**config.mk**
```make
export PLATFORM = sky130hd
export DESIGN_NAME = pmu_pd_ctrl
export DESIGN_NICKNAME = d
export VERILOG_FILES = /design/src/rtl/pmu_pd_pkg.sv /design/src/rtl/pmu_sync.sv /design/src/rtl/pmu_wake_qual.sv /design/src/rtl/pmu_stab_timer.sv /design/src/rtl/pmu_pd_ctrl.sv
export SDC_FILE = /design/constraint.sdc
export NUM_CORES = 1
export LEC_CHECK = 0
export ABC_AREA = 1
export BUFFER_PORTS_ARGS = -buffer_cell sky130_fd_sc_hd__buf_2
export CAP_MARGIN = 20
export CORE_UTILIZATION = 55
export CTS_CLUSTER_DIAMETER = 30
export DETAILED_ROUTE_END_ITERATION = 8
export HOLD_SLACK_MARGIN = 0.06
export PLACE_DENSITY = 0.82
export SKIP_CTS_REPAIR_TIMING = 1
export SLEW_MARGIN = 20
export SYNTH_ARGS = -nofsm -noshare
export SYNTH_HDL_FRONTEND = slang
export SYNTH_HIERARCHICAL = 1
export SYNTH_SLANG_ARGS = --single-unit
```
**constraint.sdc**
```tcl
create_clock -name clk -period 2.9 [get_ports clk]
set_clock_uncertainty 0.15 [all_clocks]
set_input_delay 0.29 -clock clk [delete_from_list [all_inputs] [get_ports clk]]
set_output_delay 0.29 -clock clk [all_outputs]
set_load 0.01 [all_outputs]
```
**src/rtl/pmu_pd_pkg.sv**
```systemverilog
package pmu_pd_pkg;

    typedef enum logic [1:0] {
        ST_RUN     = 2'd0,
        ST_SLEEP   = 2'd1,
        ST_RESTART = 2'd2
    } pmu_state_e;

endpackage

```
**src/rtl/pmu_sync.sv**
```systemverilog
module pmu_sync #(
    parameter int WIDTH  = 2,
    parameter int STAGES = 2
) (
    input  logic             clk,
    input  logic             rst,
    input  logic [WIDTH-1:0] din,
    output logic [WIDTH-1:0] dout
);
    // Each pin gets its own register chain; the reset value is 1 (pin idle).
    for (genvar g = 0; g < WIDTH; g++) begin : g_bit
        logic [STAGES-1:0] chain_d, chain_q;

        always_comb begin
            chain_d = {chain_q[STAGES-2:0], din[g]};
        end

        always_ff @(posedge clk or posedge rst) begin
            if (rst) chain_q <= '1;
            else     chain_q <= chain_d;
        end

        assign dout[g] = chain_q[STAGES-1];
    end
endmodule

```
**src/rtl/pmu_wake_qual.sv**
```systemverilog
module pmu_wake_qual #(
    parameter int N_IRQ = 2
) (
    input  logic [N_IRQ-1:0] irq_en,
    input  logic [N_IRQ-1:0] irq_level,
    input  logic [N_IRQ-1:0] irq_hipri,
    input  logic [N_IRQ-1:0] irq_n,
    output logic [N_IRQ-1:0] wake_vec,
    output logic             wake_any
);
    // A pin can wake the block only when all three configuration bits are set.
    for (genvar g = 0; g < N_IRQ; g++) begin : g_pin
        assign wake_vec[g] = irq_en[g] & irq_level[g] & irq_hipri[g] & ~irq_n[g];
    end
    assign wake_any = |wake_vec;
endmodule

```
**src/rtl/pmu_stab_timer.sv**
```systemverilog
module pmu_stab_timer #(
    parameter int CNT_W = 16
) (
    input  logic             clk,
    input  logic             rst,
    input  logic             clear,
    input  logic             run,
    input  logic [CNT_W-1:0] limit,
    output logic             done
);
    logic [CNT_W-1:0] cnt_d, cnt_q;

    assign done = (cnt_q >= limit);

    // The count saturates at the limit, so done stays set until cleared.
    always_comb begin
        cnt_d = cnt_q;
        if (clear)             cnt_d = '0;
        else if (run && !done) cnt_d = cnt_q + 1'b1;
    end

    always_ff @(posedge clk or posedge rst) begin
        if (rst) cnt_q <= '0;
        else     cnt_q <= cnt_d;
    end
endmodule

```
**src/rtl/pmu_pd_ctrl.sv**
```systemverilog
module pmu_pd_ctrl
    import pmu_pd_pkg::*;
#(
    parameter int N_IRQ    = 2,
    parameter int DATA_W   = 8,
    parameter int PD_BIT   = 1,
    parameter int CNT_W    = 16,
    parameter int SYNC_STG = 2
) (
    input  logic              clk,
    input  logic              rst,
    input  logic              reg_we,
    input  logic [DATA_W-1:0] reg_wdata,
    input  logic [N_IRQ-1:0]  irq_en,
    input  logic [N_IRQ-1:0]  irq_level,
    input  logic [N_IRQ-1:0]  irq_hipri,
    input  logic [N_IRQ-1:0]  irq_n,
    input  logic [CNT_W-1:0]  stab_cycles,
    output logic              osc_en,
    output logic              clk_en,
    output logic              pd_flag,
    output logic              resume_valid,
    output logic              resume_type
);
    typedef struct packed {
        pmu_state_e       state;
        logic             by_reset;
        logic [N_IRQ-1:0] mask;
        logic             rv;
        logic             rt;
    } ctrl_t;

    ctrl_t            ctl_d, ctl_q;
    logic [N_IRQ-1:0] wake_vec;
    logic             wake_any;
    logic [N_IRQ-1:0] irq_sync;
    logic             tmr_clear, tmr_run, tmr_done;

    pmu_wake_qual #(.N_IRQ(N_IRQ)) u_qual (
        .irq_en    (irq_en),
        .irq_level (irq_level),
        .irq_hipri (irq_hipri),
        .irq_n     (irq_n),
        .wake_vec  (wake_vec),
        .wake_any  (wake_any)
    );

    pmu_sync #(.WIDTH(N_IRQ), .STAGES(SYNC_STG)) u_sync (
        .clk  (clk),
        .rst  (rst),
        .din  (irq_n),
        .dout (irq_sync)
    );

    pmu_stab_timer #(.CNT_W(CNT_W)) u_tmr (
        .clk   (clk),
        .rst   (rst),
        .clear (tmr_clear),
        .run   (tmr_run),
        .limit (stab_cycles),
        .done  (tmr_done)
    );

    always_comb begin
        ctl_d     = ctl_q;
        ctl_d.rv  = 1'b0;
        tmr_clear = 1'b1;
        tmr_run   = 1'b0;
        case (ctl_q.state)
            ST_RUN: begin
                if (reg_we && reg_wdata[PD_BIT]) ctl_d.state = ST_SLEEP;
            end
            ST_SLEEP: begin
                if (wake_any) begin
                    ctl_d.state    = ST_RESTART;
                    ctl_d.mask     = wake_vec;
                    ctl_d.by_reset = 1'b0;
                end
            end
            ST_RESTART: begin
                tmr_clear = 1'b0;
                tmr_run   = 1'b1;
                // Leave only when the count is done and every waking pin reads high.
                if (tmr_done && ((irq_sync & ctl_q.mask) == ctl_q.mask)) begin
                    ctl_d.state = ST_RUN;
                    ctl_d.rv    = 1'b1;
                    ctl_d.rt    = ctl_q.by_reset;
                    tmr_clear   = 1'b1;
                end
            end
            default: ctl_d.state = ST_RESTART;
        endcase
    end

    // Reset puts the block into restart marked as a reset wake, which clears power-down at once.
    always_ff @(posedge clk or posedge rst) begin
        if (rst) begin
            ctl_q.state    <= ST_RESTART;
            ctl_q.by_reset <= 1'b1;
            ctl_q.mask     <= '0;
            ctl_q.rv       <= 1'b0;
            ctl_q.rt       <= 1'b0;
        end else begin
            ctl_q <= ctl_d;
        end
    end

    assign clk_en       = (ctl_q.state == ST_RUN);
    assign pd_flag      = (ctl_q.state == ST_SLEEP);
    assign osc_en       = (ctl_q.state != ST_SLEEP) || wake_any;
    assign resume_valid = ctl_q.rv;
    assign resume_type  = ctl_q.rt;
endmodule

```
# ---- Word-level counts from Yosys, hierarchy flattened
# Cells that the tools add are included.
dict set report word_totals {
  register_bits 27
  in_bits 35
  elab_cells 48
}
dict set report op_classes {
  add_sub_neg 1
  magnitude_cmp 1
  n_eq_ne 7
  mux 11
  bitwise_logic 9
  n_reduce_logical 11
}
# operator count
set ops {}
lappend ops {{2-to-1 mux 16 bit} 2}
lappend ops {{adder 16 x 1 -> 16 bit (second input constant)} 1}
lappend ops {{greater-or-equal comparator 16 bit} 1}
lappend ops {{2-to-1 mux 2 bit} 4}
lappend ops {{AND 1 bit} 6}
lappend ops {{inequality test 2 x 1 -> 1 bit (second input constant)} 3}
lappend ops {{case mux 2 bit (3 select lines)} 1}
lappend ops {{2-to-1 mux 5 bit} 1}
lappend ops {{AND reduction 2 bit} 2}
lappend ops {{logical AND 1 bit} 3}
lappend ops {{2-to-1 mux 1 bit} 3}
lappend ops {{AND reduction 3 bit} 1}
lappend ops {{AND 2 bit} 1}
lappend ops {{== test 2 x 1 -> 1 bit (second input constant)} 1}
lappend ops {{== test 2 bit} 1}
lappend ops {{== test 2 bit (second input constant)} 1}
lappend ops {{logical NOT 2 bit} 1}
lappend ops {{inequality test 2 bit (second input constant)} 1}
lappend ops {{NOT 1 bit} 2}
lappend ops {{nonzero test 2 bit} 1}
lappend ops {{OR reduction 2 bit} 1}
lappend ops {{logical NOT 1 bit} 1}
lappend ops {{logical OR 1 bit} 1}

# ---- Logic depth before layout (Yosys ltp)
dict set report logic_depth {
  ltp_word 6
  ltp_mapped 20
  ltp_nobuf 19
}

# ---- By module
# Netlist, hierarchy kept.
# mod n_inst cells_per_inst area_per_inst_um2 seq_area_each_um2
set by_module_without_submodules {}
lappend by_module_without_submodules {pmu_stab_timer 1 213 1534.0 400.4}
lappend by_module_without_submodules {pmu_pd_ctrl 1 40 336.6 177.7}
lappend by_module_without_submodules {pmu_sync 1 7 123.9 105.1}
lappend by_module_without_submodules {pmu_wake_qual 1 13 53.8 0.0}

# ---- Worst setup path after synthesis
# Ideal clock, no wire load.
dict set report synth_timing {
  kind {register -> register}
  startpoint {reg u_tmr.cnt_q[3]}
  endpoint {reg u_tmr.cnt_q[0]}
  setup_ns 0.117
  arrival_ns 2.199
  required_ns 2.633
  slack_ns 0.434
  path_stages_with_launch 18
  path_cell_list {dfrtp_1 > ha_1 > nand2_1 > nor2_1 > nor2_1 > nand2_1 > nand2_1 > nand2_1 > nand2_2 > nand2_1 > a21boi_0 > nand2_1 > nand2_1 > inv_1 > buf_2 > clkbuf_1 > nand3_1 > nand2_1}
}
dict set report synth_via {
  elab_chain_cells 5
  elab_cells_between_ends 8
  cone_classes {order compare: 1; mux: 3; reduce/logical: 4}
}
# element line
set synth_rtl {}
lappend synth_rtl {{start: declaration} pmu_stab_timer.sv:11} ;# logic [CNT_W-1:0] cnt_d, cnt_q;
lappend synth_rtl {{start signal: assignment} pmu_stab_timer.sv:24} ;# else cnt_q <= cnt_d;
lappend synth_rtl {{greater-or-equal comparator 16 bit *} pmu_stab_timer.sv:13} ;# assign done = (cnt_q >= limit);
lappend synth_rtl {{named net tmr_done} pmu_pd_ctrl.sv:37} ;# logic tmr_clear, tmr_run, tmr_done;
lappend synth_rtl {{logical AND 1 bit *} pmu_pd_ctrl.sv:84} ;# if (tmr_done && ((irq_sync & ctl_q.mask) == ctl_q.mask)) begin
lappend synth_rtl {{2-to-1 mux 1 bit *} pmu_pd_ctrl.sv:84}
lappend synth_rtl {{2-to-1 mux 1 bit *} pmu_pd_ctrl.sv:69} ;# case (ctl_q.state)
lappend synth_rtl {{named net tmr_clear} pmu_pd_ctrl.sv:37}
lappend synth_rtl {{2-to-1 mux 16 bit or nonzero test 2 bit (tied branches)} -}
# Mark *: on every way through the listed nets, which the timed path passes. The rest lies on a longest branch.
# A chain may end at the register's enable or synchronous reset.

# ---- Final worst setup path
dict set report layout_timing {
  startpoint {reg u_tmr.cnt_q[3]}
  endpoint {reg u_tmr.cnt_q[10]}
}
# The elaborated chain is that of the path after synthesis.

==> qor_table.md <==
| Step | Parameter | This run |
|:---|:---|:---|
| floorplan | Die W | 63.0 um |
| flow run | Max-capacitance violation count | 0 |
| pwr | Sequential share of power | 0.410 |
| worst setup path | Category of the most critical setup path | flop to flop |
| layout | Number of antenna repair diodes | 0 |
| logic synthesis | Register bit count reported by yosys | 27 |
| sta | Final sum of negative setup slack | 0 ps |
| worst setup path | Worst r2r dst | u_tmr/cnt_q[10]$_DFFE_PP0P_ |
| grt | Global-route wire length before repair | 6600 um |
| logic synthesis | Most frequently used flop master after synthesis | dfrtp_1 |
| logic synthesis | Leading area contributor after synthesis | dfrtp_1 |
| worst setup path | Crit-path max FO | 13 |
| layout | Layout cells sized above 1 | 0.279 |
| sta | Peak Freq | 0.380 GHz |
| worst setup path | Register-to-register path setup slack | 270 ps |
| worst setup path | CP startpoint kind | flop |
| logic synthesis | Leading post-synthesis cells by cell area | dfrtp_1, nand2_1, ha_1, dfstp_2, inv_1 |
| logic synthesis | Post-synthesis area per instance | 7.50 um^2 |
| clock tree | Buffer depth of the longest clock path | 2 |
| layout | Net count reported at finish | 365 |
| floorplan | Starting utilization of the core area | 0.595 |
| sta | Relative max-transition margin | 0.555 |
| pwr | Fraction of power consumed by combinational cells | 0.383 |
| worst setup path | Peak per-stage delay on the critical path | 460 ps |
| grt | GRT Max-Usage Layer | met2 |
| place | DP Area | 2220 um^2 |
| logic synthesis | Most frequently used cell type in the post-synthesis netlist | nand2_1 |
| grt | Number of global-route vias before repair | 1548 |
| pwr | Design Power | 1.08 mW |
| grt | Total global routing overflow | 0 |
| detailed routing | Drt wl/cell | 11.0 um |
| sta | Final number of max-transition violations | 0 |
| clock tree | TritonCTS clock tree | yes |
| pwr | Max VDD drop | 0.504 mV |
| run status | Status | completed |
| worst setup path | CP Data Required Time | 2970 ps |
| pwr | Internal Pwr Total | 649 uW |
| worst setup path | Logic depth of the worst register-to-register path | 16 |
| floorplan | Number of ports placed on the die boundary | 40 |
| worst setup path | Crit Reg-Reg Startpoint | u_tmr/cnt_q[3]$_DFFE_PP0P_ |
| clock tree | Clock insertion delay at the later pin of the skew report | 270 ps |
| floorplan | Area of the core | 3440 um^2 |
| grt | Met3 routing resource usage after global routing | 0.0274 |
| layout | Area Growth Syn to Fin | 14.7% |
| worst setup path | Most frequent cell on the critical path | nand2_1 |
| floorplan | Number of rows created at floorplan | 21 |
| worst setup path | Data arrival time at the worst-slack endpoint | 2710 ps |
| logic synthesis | Proportion of netlist area held by the largest area contributor | 0.257 |
| pwr | Cell area power density | 460 nW/um^2 |
| pwr | Static leakage | 1.27 nW |
| logic synthesis | Number of synthesized flops with an enable pin | 0 |
| layout | Fin area | 2350 um^2 |
| worst setup path | Ordered cell list for the critical path | ha_1, nand2_1, nor2_1, nor2_1, nand2_1, nand2_1, nand2_1, nand2_2, nand2_1, a21boi_1, nand2_1, nand2_2, clkinvlp_4, nand2_4, nand2_1, nand2_1 |
| detailed routing | Antenna Nets Post-Route | 0 |
| sta | Final worst hold slack | 85.0 ps |
| logic synthesis | Unique cell type count in the Yosys netlist | 30 |
| logic synthesis | Top cells by count, synth | nand2_1, inv_1, nand3_1 |
| clock tree | Clk pin slew, worst setup/hold paths | 100 ps |
| floorplan | Total Die Area | 3970 um^2 |
| pwr | Switching power share of the total | 0.399 |
| clock tree | Level count of the clock H-tree | 1 |
| logic synthesis | Synthesized instance count | 273 |
| place | Final weighted congestion of routability-driven global placement | 0.864 |
| detailed routing | Residual DRC count | 0 |
| clock tree | Clock tree sinks | 27 |
| pwr | Fraction of power consumed by the clock network | 0.207 |
| detailed routing | Detailed Route Iter0 Violations | 46 |
| grt | Met2 Track Usage GR | 0.352 |
| grt | Aggregate global-route resource usage | 0.210 |
| floorplan | Vert. Die Dim | 63.0 um |
| place | Post-detail-place hpwl | 2840 um |
| grt | Maximum number of pins on one net before global-route repair | 21 |
| layout | Core utilization of the finished layout | 0.682 |
| detailed routing | Count of TritonRoute iterations in the first routing pass | 4 |
| grt | Met1 usage in global routing | 0.271 |
| sta | Number of endpoints failing setup at the final stage | 0 |
| sta | Portion of the clock cycle consumed by the worst path in the final layout | 0.909 |
| detailed routing | Total Routed Length | 3930 um |
| worst setup path | Source of the critical timing path | u_tmr/cnt_q[3]$_DFFE_PP0P_ |
| min path | Hold path cells | 3 |
| clock tree | Number of clock buffers inserted by TritonCTS | 3 |
| logic synthesis | Sequential cell area fraction in the yosys report | 0.334 |
| grt | Number of antenna violations at the first check in global routing | 0 |
| sta | Final count of hold timing violations | 0 |
| place | Port Buffers | 32 |
| logic synthesis | Async set-reset flop share out of synthesis | 1.00 |
| worst setup path | Critical path endpoint category | flop |
| clock tree | Buffer type at the clock tree root | clkbuf_8 |
| worst setup path | Slowest cell on the critical path | dfrtp_1 |
| detailed routing | Vias post-DR | 1778 |
| pwr | P_sw | 431 uW |
| sta | Final min period | 2630 ps |
| logic synthesis | Synthesized Nets | 325 |
| sta | Worst Max-Slew Pin Slew | 667 ps |
| min path | Type of the tightest min-delay check | input port to flop |
| logic synthesis | Combined area of all synthesized cells | 2050 um^2 |
| worst setup path | Worst setup path endpoint | u_tmr/cnt_q[10]$_DFFE_PP0P_ |
| detailed routing | Vias per std cell | 4.97 |
| logic synthesis | Warnings, synthesis | 6 |
==> placed cells by master, fill, tap and decap left out <==
cell,instances
a21boi_1,1
a21oi_1,9
a21oi_4,1
buf_2,32
buf_4,5
clkbuf_8,3
clkinvlp_4,4
dfrtp_1,21
dfstp_2,6
dlygate4sd3_1,3
ha_1,17
inv_1,39
inv_2,5
nand2_1,65
nand2_2,15
nand2_4,2
nand3_1,26
nand3_4,1
nand4_1,2
nand4_2,1
nor2_1,24
nor2_2,5
nor2_4,4
nor3_1,1
nor3_2,3
nor3b_1,1
o21a_1,1
o21ai_0,3
o21ai_1,2
xnor2_1,4
xor2_1,6
==> worst min path at each step <==
stage | startpoint | to | slack, ps
floorplan | rst | ctl_q[2]$_DFFE_PP0P_ | -60
global placement | rst | resume_type$_DFFE_PP0P_ | 90
detailed placement | rst | resume_valid$_DFF_PP0_ | 100
CTS | rst | ctl_q[2]$_DFFE_PP0P_ | -200
global route | reg_wdata[1] | ctl_q[5]$_DFFE_PP0P_ | 100
finish | reg_we | ctl_q[5]$_DFFE_PP0P_ | 80
==> metal layers <==
layer / part of all wire / wire length, um
met2: 0.48 / 1900
met1: 0.47 / 1830
met4: 0.014 / 56
met5: 0 / 0
met3: 0.034 / 135
==> stage by stage <==
stage	setup slack (ps)	instances
6_report	265	358
5_1_grt	-33.5	358
4_1_cts	64.4	349
3_5_place_dp	85.1	345
3_3_place_gp	137	345
2_1_floorplan	434	273
==> cells by family after synthesis <==
kind of cell | count (synthesis) | synth area share
simple gates | 150 | 0.361
flops | 27 | 0.334
xor+xnor | 10 | 0.0428
buf+inv | 52 | 0.109
fa+ha+maj | 17 | 0.104
compound gates | 17 | 0.0495
==> worst max-delay path, delay by kind of cell, from the launching register on <==
kind	cells	cell delay [ps]
AO/OA/AOI/OAI	1	220
adder cells (fa/ha/maj)	1	330
buffers and inverters	1	190
flip-flops	1	460
AND/OR/NAND/NOR	13	1240
==> layout make-up <==
cell class	instances	area, um^2
clock buffer	3	41.3
timing repair buffer	40	228
sequential	27	683
clock inverter	1	7.51
multi-input combinational	194	1140
fill	296	1090
inverter	45	173
timing repair inverter	2	15.0
tap	46	57.6
==> flip-flops by register name, indices dropped and copies added (netlist names) <==
name	flops
resume_type	1
ctl_q	5
resume_valid	1
u_tmr/cnt_q	16
u_sync/g_bit.chain_q	4
==> power groups by stage <==
stage	logic [mW]	registers [mW]	clock network [mW]
2_1_floorplan	0.290	0.444	0
6_report	0.414	0.443	0.223
3_3_place_gp	0.339	0.449	0
3_5_place_dp	0.348	0.450	0
4_1_cts	0.350	0.443	0.226
5_1_grt	0.456	0.449	0.244
No activity file was read; power rests on OpenSTA's default activity.
